**src/rtl/lit_core_pkg.sv**
```systemverilog
package lit_core_pkg;

    localparam int OP_W  = 6;
    localparam int OFF_W = 7;

    typedef enum logic [OP_W-1:0] {
        OP_LOAD  = 6'b110000,
        OP_STORE = 6'b110001,
        OP_LIT   = 6'b110010,
        OP_IMM   = 6'b110011
    } opcode_e;

    typedef enum logic [1:0] {
        ST_FETCH,
        ST_EXEC,
        ST_WB,
        ST_HALT
    } state_e;

endpackage

```
**src/rtl/lit_decode.sv**
```systemverilog
module lit_decode
    import lit_core_pkg::*;
#(
    parameter int W  = 16,
    parameter int AW = 3
) (
    input  logic [W-1:0]     word,
    output logic [AW-1:0]    fld_a,
    output logic [AW-1:0]    fld_b,
    output logic [OFF_W-1:0] fld_off,
    output logic             is_load,
    output logic             is_store,
    output logic             is_lit,
    output logic             is_imm,
    output logic             is_illegal
);
    localparam int OP_LO = W - OP_W;
    localparam int A_LO  = OP_LO - AW;
    localparam int B_LO  = A_LO - AW;

    logic [OP_W-1:0] op;

    assign op      = word[W-1:OP_LO];
    assign fld_a   = word[OP_LO-1:A_LO];
    assign fld_b   = word[A_LO-1:B_LO];
    assign fld_off = word[OFF_W-1:0];

    always_comb begin
        is_load    = 1'b0;
        is_store   = 1'b0;
        is_lit     = 1'b0;
        is_imm     = 1'b0;
        is_illegal = 1'b0;
        unique case (op)
            OP_LOAD:  is_load  = 1'b1;
            OP_STORE: is_store = 1'b1;
            OP_LIT:   is_lit   = 1'b1;
            OP_IMM:   is_imm   = 1'b1;
            default:  is_illegal = 1'b1;
        endcase
    end

endmodule

```
**src/rtl/lit_regfile.sv**
```systemverilog
module lit_regfile #(
    parameter int W    = 16,
    parameter int NREG = 8,
    localparam int AW  = $clog2(NREG)
) (
    input  logic          clk,
    input  logic          rst,
    input  logic          we,
    input  logic [AW-1:0] waddr,
    input  logic [W-1:0]  wdata,
    input  logic [AW-1:0] raddr_a,
    input  logic [AW-1:0] raddr_b,
    output logic [W-1:0]  rdata_a,
    output logic [W-1:0]  rdata_b
);
    logic [W-1:0] q [NREG];

    for (genvar g = 0; g < NREG; g++) begin : g_reg
        always_ff @(posedge clk) begin
            if (rst) begin
                q[g] <= '0;
            end else if (we && waddr == AW'(g)) begin
                q[g] <= wdata;
            end
        end


        reg_hold_chk: assert property (@(posedge clk) disable iff (rst)
            !(we && waddr == AW'(g)) |=> q[g] == $past(q[g]));
    end

    assign rdata_a = q[raddr_a];
    assign rdata_b = q[raddr_b];

endmodule

```
**src/rtl/lit_ctrl.sv**
```systemverilog
module lit_ctrl
    import lit_core_pkg::*;
#(
    parameter int W  = 16,
    parameter int AW = 3
) (
    input  logic             clk,
    input  logic             rst,
    input  logic [W-1:0]     mem_rdata,
    input  logic [AW-1:0]    fld_a,
    input  logic [AW-1:0]    fld_b,
    input  logic [OFF_W-1:0] fld_off,
    input  logic             is_load,
    input  logic             is_store,
    input  logic             is_lit,
    input  logic             is_imm,
    input  logic             is_illegal,
    input  logic [W-1:0]     rd_a,
    input  logic [W-1:0]     rd_b,
    output logic [W-1:0]     mem_addr,
    output logic [W-1:0]     mem_wdata,
    output logic             mem_we,
    output logic             rf_we,
    output logic [AW-1:0]    rf_waddr,
    output logic [W-1:0]     rf_wdata,
    output logic             halted
);
    localparam logic [W-1:0] ONE = W'(1);
    localparam logic [W-1:0] TWO = W'(2);

    state_e       state, state_nx;
    logic [W-1:0] pc;
    logic [AW-1:0] dst_q;
    logic         long_q;
    logic [W-1:0] pc_next_insn;
    logic [W-1:0] lit_addr;

    assign pc_next_insn = pc + ONE;
    assign lit_addr     = pc_next_insn + {{(W-OFF_W){fld_off[OFF_W-1]}}, fld_off};

    // state register
    always_ff @(posedge clk) begin
        if (rst) state <= ST_FETCH;
        else     state <= state_nx;
    end

    // transitions
    always_comb begin
        state_nx = state;
        unique case (state)
            ST_FETCH: state_nx = ST_EXEC;
            ST_EXEC: begin
                if (is_illegal)    state_nx = ST_HALT;
                else if (is_store) state_nx = ST_FETCH;
                else               state_nx = ST_WB;
            end
            ST_WB:   state_nx = ST_FETCH;
            ST_HALT: state_nx = ST_HALT;
            default: state_nx = ST_HALT;
        endcase
    end

    // outputs
    always_comb begin
        mem_addr  = pc;
        mem_wdata = rd_a;
        mem_we    = 1'b0;
        rf_we     = 1'b0;
        rf_waddr  = dst_q;
        rf_wdata  = mem_rdata;
        halted    = 1'b0;
        unique case (state)
            ST_FETCH: mem_addr = pc;
            ST_EXEC: begin
                if (is_load)       mem_addr = rd_a;
                else if (is_store) begin
                    mem_addr = rd_b;
                    mem_we   = 1'b1;
                end
                else if (is_lit)   mem_addr = lit_addr;
                else if (is_imm)   mem_addr = pc_next_insn;
            end
            ST_WB:   rf_we  = 1'b1;
            ST_HALT: halted = 1'b1;
            default: halted = 1'b1;
        endcase
    end

    // program counter and write-back target
    always_ff @(posedge clk) begin
        if (rst) begin
            pc     <= '0;
            dst_q  <= '0;
            long_q <= 1'b0;
        end else begin
            unique case (state)
                ST_EXEC: begin
                    if (is_store) pc <= pc_next_insn;
                    dst_q  <= is_load ? fld_b : fld_a;
                    long_q <= is_imm;
                end
                ST_WB:   pc <= pc + (long_q ? TWO : ONE);
                default: pc <= pc;
            endcase
        end
    end


    halt_sticky_chk: assert property (@(posedge clk) disable iff (rst)
        halted |=> halted);


    halt_quiet_chk: assert property (@(posedge clk) disable iff (rst)
        halted |-> (!mem_we && !rf_we));


    store_next_chk: assert property (@(posedge clk) disable iff (rst)
        mem_we |=> (state == ST_FETCH && mem_addr == $past(pc) + ONE));


    imm_skip_chk: assert property (@(posedge clk) disable iff (rst)
        (state == ST_EXEC && is_imm) |=> ##1 (mem_addr == $past(pc, 2) + TWO));


    wb_timing_chk: assert property (@(posedge clk) disable iff (rst)
        (state == ST_EXEC && (is_load || is_lit || is_imm)) |=> rf_we);

endmodule

```
**src/rtl/lit_core.sv**
```systemverilog
module lit_core
    import lit_core_pkg::*;
#(
    parameter int DATA_W = 16,
    parameter int NREG   = 8
) (
    input  logic              clk,
    input  logic              rst,
    output logic [DATA_W-1:0] mem_addr,
    output logic [DATA_W-1:0] mem_wdata,
    output logic              mem_we,
    input  logic [DATA_W-1:0] mem_rdata,
    output logic              halted
);
    localparam int AW = $clog2(NREG);

    logic [AW-1:0]     fld_a, fld_b, rf_waddr;
    logic [OFF_W-1:0]  fld_off;
    logic              is_load, is_store, is_lit, is_imm, is_illegal;
    logic              rf_we;
    logic [DATA_W-1:0] rf_wdata, rd_a, rd_b;

    lit_decode #(.W(DATA_W), .AW(AW)) u_dec (
        .word       (mem_rdata),
        .fld_a      (fld_a),
        .fld_b      (fld_b),
        .fld_off    (fld_off),
        .is_load    (is_load),
        .is_store   (is_store),
        .is_lit     (is_lit),
        .is_imm     (is_imm),
        .is_illegal (is_illegal)
    );

    lit_regfile #(.W(DATA_W), .NREG(NREG)) u_rf (
        .clk     (clk),
        .rst     (rst),
        .we      (rf_we),
        .waddr   (rf_waddr),
        .wdata   (rf_wdata),
        .raddr_a (fld_a),
        .raddr_b (fld_b),
        .rdata_a (rd_a),
        .rdata_b (rd_b)
    );

    lit_ctrl #(.W(DATA_W), .AW(AW)) u_ctrl (
        .clk        (clk),
        .rst        (rst),
        .mem_rdata  (mem_rdata),
        .fld_a      (fld_a),
        .fld_b      (fld_b),
        .fld_off    (fld_off),
        .is_load    (is_load),
        .is_store   (is_store),
        .is_lit     (is_lit),
        .is_imm     (is_imm),
        .is_illegal (is_illegal),
        .rd_a       (rd_a),
        .rd_b       (rd_b),
        .mem_addr   (mem_addr),
        .mem_wdata  (mem_wdata),
        .mem_we     (mem_we),
        .rf_we      (rf_we),
        .rf_waddr   (rf_waddr),
        .rf_wdata   (rf_wdata),
        .halted     (halted)
    );

endmodule

```
**config.mk**
```make
export PLATFORM = sky130hd
export DESIGN_NAME = lit_core
export DESIGN_NICKNAME = d
export VERILOG_FILES = /design/src/rtl/lit_core_pkg.sv /design/src/rtl/lit_decode.sv /design/src/rtl/lit_regfile.sv /design/src/rtl/lit_ctrl.sv /design/src/rtl/lit_core.sv
export SDC_FILE = /design/constraint.sdc
export NUM_CORES = 1
export LEC_CHECK = 0
export ABC_AREA = 1
export CAP_MARGIN = 40
export CORE_MARGIN = 3
export CORE_UTILIZATION = 37
export DETAILED_ROUTE_END_ITERATION = 16
export DONT_BUFFER_PORTS = 1
export HOLD_SLACK_MARGIN = 0.05
export PLACE_DENSITY = 0.57
export SLEW_MARGIN = 5
export SYNTH_ARGS = -nofsm -noshare
export SYNTH_HDL_FRONTEND = slang
export SYNTH_SLANG_ARGS = --single-unit
export TNS_END_PERCENT = 50
```
**constraint.sdc**
```tcl
create_clock -name clk -period 4.1 [get_ports clk]
set_input_delay 0.82 -clock clk [delete_from_list [all_inputs] [get_ports clk]]
set_output_delay 0.82 -clock clk [all_outputs]
set_load 0.03 [all_outputs]
```
* After elaboration in Yosys (flattened, before gate mapping)
Memory sizes are Yosys's and may differ from the RTL's.
Cells that the tools add are included.
** Word-level totals
- Memories :: 1
- Register bits after elaboration :: 22
- Output and inout bits :: 34
- Bits in writable memories :: 128
** Memory list
- u_rf.q :: words 8, bits a word 16, rd ports 2, clocked after Yosys merged registers in 0, wr ports 8, RTL line lit_regfile.sv:16 : logic [W-1:0] q [NREG];
** Operators by class
- Equality and inequality tests :: 15
- $add $sub $neg :: 3
- Bitwise gates (word level) :: 8
- Reduce and logical (&&, ||, !) cells :: 13
- Multiplexer cells :: 55
** Operators with widths (count)
- $mux 16 :: 14
- $mux 1 :: 35
- $add 16x16->16 :: 2
- $pmux 16 s2 :: 1
- $eq 6x6->1 const B :: 4
- $add 16x1->16 const B :: 1
- $eq 3x3->1 const B :: 4
- $logic_and 1x1->1 :: 8
- $or 1x1->1 :: 8
- $pmux 2 s4 :: 1
- $eq 3x2->1 const B :: 2
- $mux 2 :: 3
- $eq 2x2->1 const B :: 2
- $reduce_or 4->1 :: 1
- $eq 3x1->1 const B :: 1
- $logic_not 3->1 :: 1
- $mux 3 :: 1
- $eq 2x1->1 const B :: 1
- $logic_not 2->1 :: 1
- $ne 2x2->1 const B :: 1
- $reduce_and 2->1 :: 1
- $reduce_bool 2->1 :: 1

* Longest topological paths before layout
- Word-level depth :: 7
- Depth in mapped cells :: 22
- Depth with buffers taken out :: 21

* Modules after synthesis
A second synthesis with hierarchy kept.
** Unflattened totals
- Cells, all modules :: 1668
- Area, all modules :: 11323.4 um2
** By module, submodules not included
- lit_regfile :: times used 1, cells each 1040, seq. area each 3843.7 um2, area each 7686.1 um2
- lit_ctrl :: times used 1, cells each 601, seq. area each 440.4 um2, area each 3482.1 um2
- lit_decode :: times used 1, cells each 27, seq. area each 0.0 um2, area each 155.1 um2

* Worst setup path after synthesis
OpenSTA, ideal clock, no wires.
- Path type :: input to output
- Start point :: input mem_rdata[7]
- End point :: output mem_addr[1]
- Path buffers :: 2
- Stages :: 9
- Data arrival time :: 2.877 ns
- Path slack :: 0.403 ns
- Path through :: buf_2 > clkbuf_1 > a21oi_1 > o21ai_0 > o21ai_0 > nor2_1 > a31oi_1 > a21oi_1 > o21ai_0
** Between the ends
- Cells in the longest elaborated chain, start to end :: 3
** RTL lines
- start: declaration :: RTL line lit_core.sv:12 : input logic [DATA_W-1:0] mem_rdata,
- $mem_v2 8x16
- net mem_wdata[1] :: RTL line lit_core.sv:10 : output logic [DATA_W-1:0] mem_wdata,
- $mux 16 :: RTL line lit_ctrl.sv:75 : if (is_load) mem_addr = rd_a;
- $mux 16 :: RTL line lit_ctrl.sv:72 : unique case (state)
- end: declaration :: RTL line lit_core.sv:9 : output logic [DATA_W-1:0] mem_addr,
The timed path passes the listed nets, and every way through them passes these cells.

* Worst setup path after layout
- Start point :: register u_ctrl.pc[0]
- End point :: output mem_addr[13]
** Between the ends
- Cells in the longest elaborated chain, start to end :: 6
- Elaborated cells on any way between the ends :: 7
** RTL lines
- start: declaration :: RTL line lit_ctrl.sv:32 : logic [W-1:0] pc;
- start signal: assignment :: RTL line lit_ctrl.sv:98 : if (is_store) pc <= pc_next_insn;
- start signal: assignment :: RTL line lit_ctrl.sv:102 : ST_WB: pc <= pc + (long_q ? TWO : ONE);
- start signal: assignment :: RTL line lit_ctrl.sv:103 : default: pc <= pc;
- $add 16x1->16 * :: RTL line lit_ctrl.sv:38 : assign pc_next_insn = pc + ONE;
- $add 16x16->16 / $mux 16 (equally long branches) :: RTL line lit_ctrl.sv:39, lit_ctrl.sv:81
- $mux 16 * :: RTL line lit_ctrl.sv:80 : else if (is_lit) mem_addr = lit_addr;
- $mux 16 * :: RTL line lit_ctrl.sv:76 : else if (is_store) begin
- $mux 16 * :: RTL line lit_ctrl.sv:75
- $mux 16 * :: RTL line lit_ctrl.sv:72
Mark *: on every way between the ends. The rest lies on a longest branch, timed or not.

==> impl_metrics.env <==
export IMPL_status="finished clean"
export IMPL_placement_io_buffers=0
export IMPL_synth_yosys_warnings=0
export IMPL_final_ws_setup_ns=0.121
export IMPL_filler_cells_inserted=2577
export IMPL_synth_edff_count=128
export IMPL_routed_wl_um=34300
export IMPL_finalCritPeriodShare_pct=97.0
export IMPL_syn_cell_area_um2=9920
export IMPL_timing_worst_slew_pin_value_ns=0.901
export IMPL_slack_of_the_worst_reg_to_reg_path_ns=1.47
export IMPL_grt_start_max_net_pins=108
export IMPL_synthTopCellsByCount="nor2_1 (218), nand2_1 (201), o21ai_0 (173), inv_1 (129), edfxtp_1 (128)"
export IMPL_worst_setup_path_start_kind="flop"
export IMPL_post_drt_via_cell_ratio=5.65
export IMPL_1st_pass_router_iterations=5
export IMPL_dp_wirelength_um=23000
export IMPL_clk_transition_reported_paths_ns=0.07
export IMPL_cts_tree="yes"
export IMPL_timing_reg2reg_worst_path_depth=9
export IMPL_clock_latency_ns=0.43
export IMPL_ctsLongestPathBuffers=2
export IMPL_groute_usage_overall_pct=23.3
export IMPL_final_nets=1364
export IMPL_worstPathMaxFanout=5
export IMPL_cts_htree_levels=4
export IMPL_std_cell_rows=59
export IMPL_cp_endpoint="mem_addr[13]"
export IMPL_floorplan_die_area_um2=28800
export IMPL_critical_path_reg2reg_endpoint="u_rf.q[5][5]"
export IMPL_start_util_pct=37.9
export IMPL_skew_ns=0.0140
export IMPL_achievable_frequency_ghz=0.251
export IMPL_pre_cts_slack_ns=0.230
export IMPL_synth_top_cell_area_share_pct=38.7
export IMPL_synthesis_instances=1301
export IMPL_worst_setup_path_startpoint="u_ctrl.pc[0]"
export IMPL_first_global_vias=8592
export IMPL_layout_drive_gt1_share_pct=16.0
export IMPL_tritoncts_buffer_count=17
export IMPL_gp_congestion=0.932
export IMPL_hold_worst_slack_ns=0.445
export IMPL_cellPowerDensity_nw_per_um2=346
export IMPL_finalCriticalPeriod_ns=3.98
export IMPL_antenna_found_initial=0
export IMPL_worst_r2r_startpoint="u_ctrl.state[0]"
export IMPL_synth_fp_nets=1343
export IMPL_post_layout_total_power_mw=4.06
export IMPL_worstSetupPathType="flop to output port"
export IMPL_utilization_pct=44.8
export IMPL_final_hold_viol_count=0
export IMPL_worstSetupEndpointType="output port"
export IMPL_fp_coreArea_um2=26200
export IMPL_cts_sinks=150
export IMPL_critPathArrivalTime_ns=3.16
export IMPL_max_cap_violations=0
export IMPL_cp_data_required_time_ns=3.28
export IMPL_antenna_violating_nets_post_route=0
export IMPL_min_delay_path_class="primary input to flop"
export IMPL_area_contributors_post_synth="edfxtp_1 (39%), o21ai_0 (8.7%), nor2_1 (8.2%)"
export IMPL_die_h_um=170
export IMPL_ffs_w_async_s_r_synth_pct=0
export IMPL_ctsRootBufferMaster="clkbuf_16"
export IMPL_post_synth_cell_area_avg_um2=7.63
export IMPL_rsz0062_at_grt="true"
export IMPL_synth_largest_area_cell="edfxtp_1"
export IMPL_ys_seq_area_share_pct=43.2
export IMPL_synth_most_common_cell="nor2_1"
export IMPL_area_delta_synth_final_pct=18.2
export IMPL_synth_distinct_cells=48
export IMPL_dr_total_vias=9441
export IMPL_boundaryPins=52
export IMPL_grt_first_pass_wirelength_um=51400
export IMPL_worst_slew_margin_rel_pct=40.0
export IMPL_gr_overflow_total=0
export IMPL_slew_viol_final=0
export IMPL_die_w_um=170
export IMPL_finalSetupViolations=0
export IMPL_drt_iter0_markers=1167
export IMPL_antenna_diode_count=0
export IMPL_peakVddDrop_uv=261
export IMPL_leakage_nw=4.79
export IMPL_synth_ff_latch_count=150
export IMPL_synth_ff_type="edfxtp_1"
export IMPL_detail_route_wl_per_cell_um=20.6
export IMPL_drc=0
## kinds of logic after synthesis
group,share of synthesized area [%]
AND/OR/NAND/NOR,22.3
AO/OA/AOI/OAI,20.3
buffers and inverters,8.93
flip-flops,43.2
adder cells (fa/ha/maj),3.18
XOR/XNOR,2.09
## stage by stage
| stage | std cells | TNS (ns) | area (um^2) |
|---|---|---|---|
| 6_report | 1670 | 0 | 11700 |
| 5_1_grt | 1670 | -0.0935 | 11700 |
| 4_1_cts | 1659 | -0.102 | 11300 |
| 3_5_place_dp | 1627 | 0 | 10700 |
| 3_3_place_gp | 1613 | 0 | 10400 |
| 2_1_floorplan | 1301 | 0 | 9920 |
## flip-flops by register name (all words and copies together), names as in the netlist
name and count:
u_ctrl.state 2, u_ctrl.rf_waddr 3, u_ctrl.pc 16, u_ctrl.long_q 1, u_rf.q 128
## cell type report
class	count	area (um^2)	share of cell area, %
Clock inverter	14	149	1.27
Inverter	135	507	4.32
Tap cell	335	419	3.57
Multi-Input combinational cell	934	5090	43.4
Timing Repair Buffer	84	821	7.00
Clock buffer	18	429	3.66
Sequential cell	150	4310	36.8
## worst max-delay path, stage by stage, from the launching register on
cell and delay, ns:
dfxtp_4 0.39, ha_4 0.16, nand3_4 0.09, nor2_4 0.20, nand3_2 0.13, xor2_2 0.27
ha_4 0.26, nand2_1 0.10, inv_2 0.05, a21oi_2 0.17, nor2_1 0.07, nor3_2 0.14
nand2_1 0.07, nand2_1 0.05, nand3_1 0.08, nand2_1 0.08, nand2_1 0.06, a21oi_2 0.17
buf_4 0.18
## how the worst min path moves through the flow
stage,startpoint,end,cells past startpoint
2_1_floorplan,u_ctrl.state[0],u_ctrl.state[1],2
3_3_place_gp,u_ctrl.state[0],u_ctrl.state[1],2
3_5_place_dp,u_ctrl.state[0],u_ctrl.state[1],2
4_1_cts,rst,u_ctrl.pc[3],1
5_1_grt,rst,u_ctrl.pc[3],1
6_report,rst,u_ctrl.pc[3],1
## cell usage in the layout (no fill, tap or decap), types with 5 or more instances in the layout
cell type / instances
ha_4: 8
a31oi_1: 8
o211ai_1: 40
nand3b_1: 6
o21a_1: 5
nand2_2: 16
nor2_1: 215
a21oi_1: 92
nand4_1: 7
dfxtp_1: 11
dfxtp_2: 6
xor2_1: 11
o221ai_1: 5
inv_1: 125
buf_8: 7
buf_4: 67
a21oi_2: 11
nor2_2: 7
clkbuf_16: 17
nand3_1: 57
dfxtp_4: 5
nor2_4: 7
buf_16: 6
edfxtp_1: 128
o21ai_1: 8
xor2_2: 6
ha_1: 12
a211oi_1: 8
nand2_1: 191
inv_6: 5
o21ai_0: 170
inv_2: 7
inv_8: 5
## per-layer routing
layer | up-vias | GRT usage, % | wire [um]
met5 | - | 0 | 0
met3 | 72 | 3.21 | 2690
met4 | 0 | 7.18 | 990
met1 | 4446 | 32.2 | 14500
li1 | 4440 | - | -
met2 | 483 | 38.1 | 16100
## report_power, final
group | leakage (nW) | internal, mW | switching [mW]
Sequential | 1.51 | 1.72 | 0.0457
Combinational | 2.99 | 0.256 | 0.471
Clock | 0.282 | 0.817 | 0.753
## repair_timing
| item | 4_1_cts | 5_1_grt |
|---|---|---|
| pin swaps | 0 | 16 |
| gates resized for setup | 12 | 70 |
| buffers inserted | 0 | 11 |
| hold buffers | 0 | 0 |
| hold endpoints to repair | 0 | 0 |
| endpoints found under the setup margin | 6 | 8 |
Power figures use the tool's default switching activity.
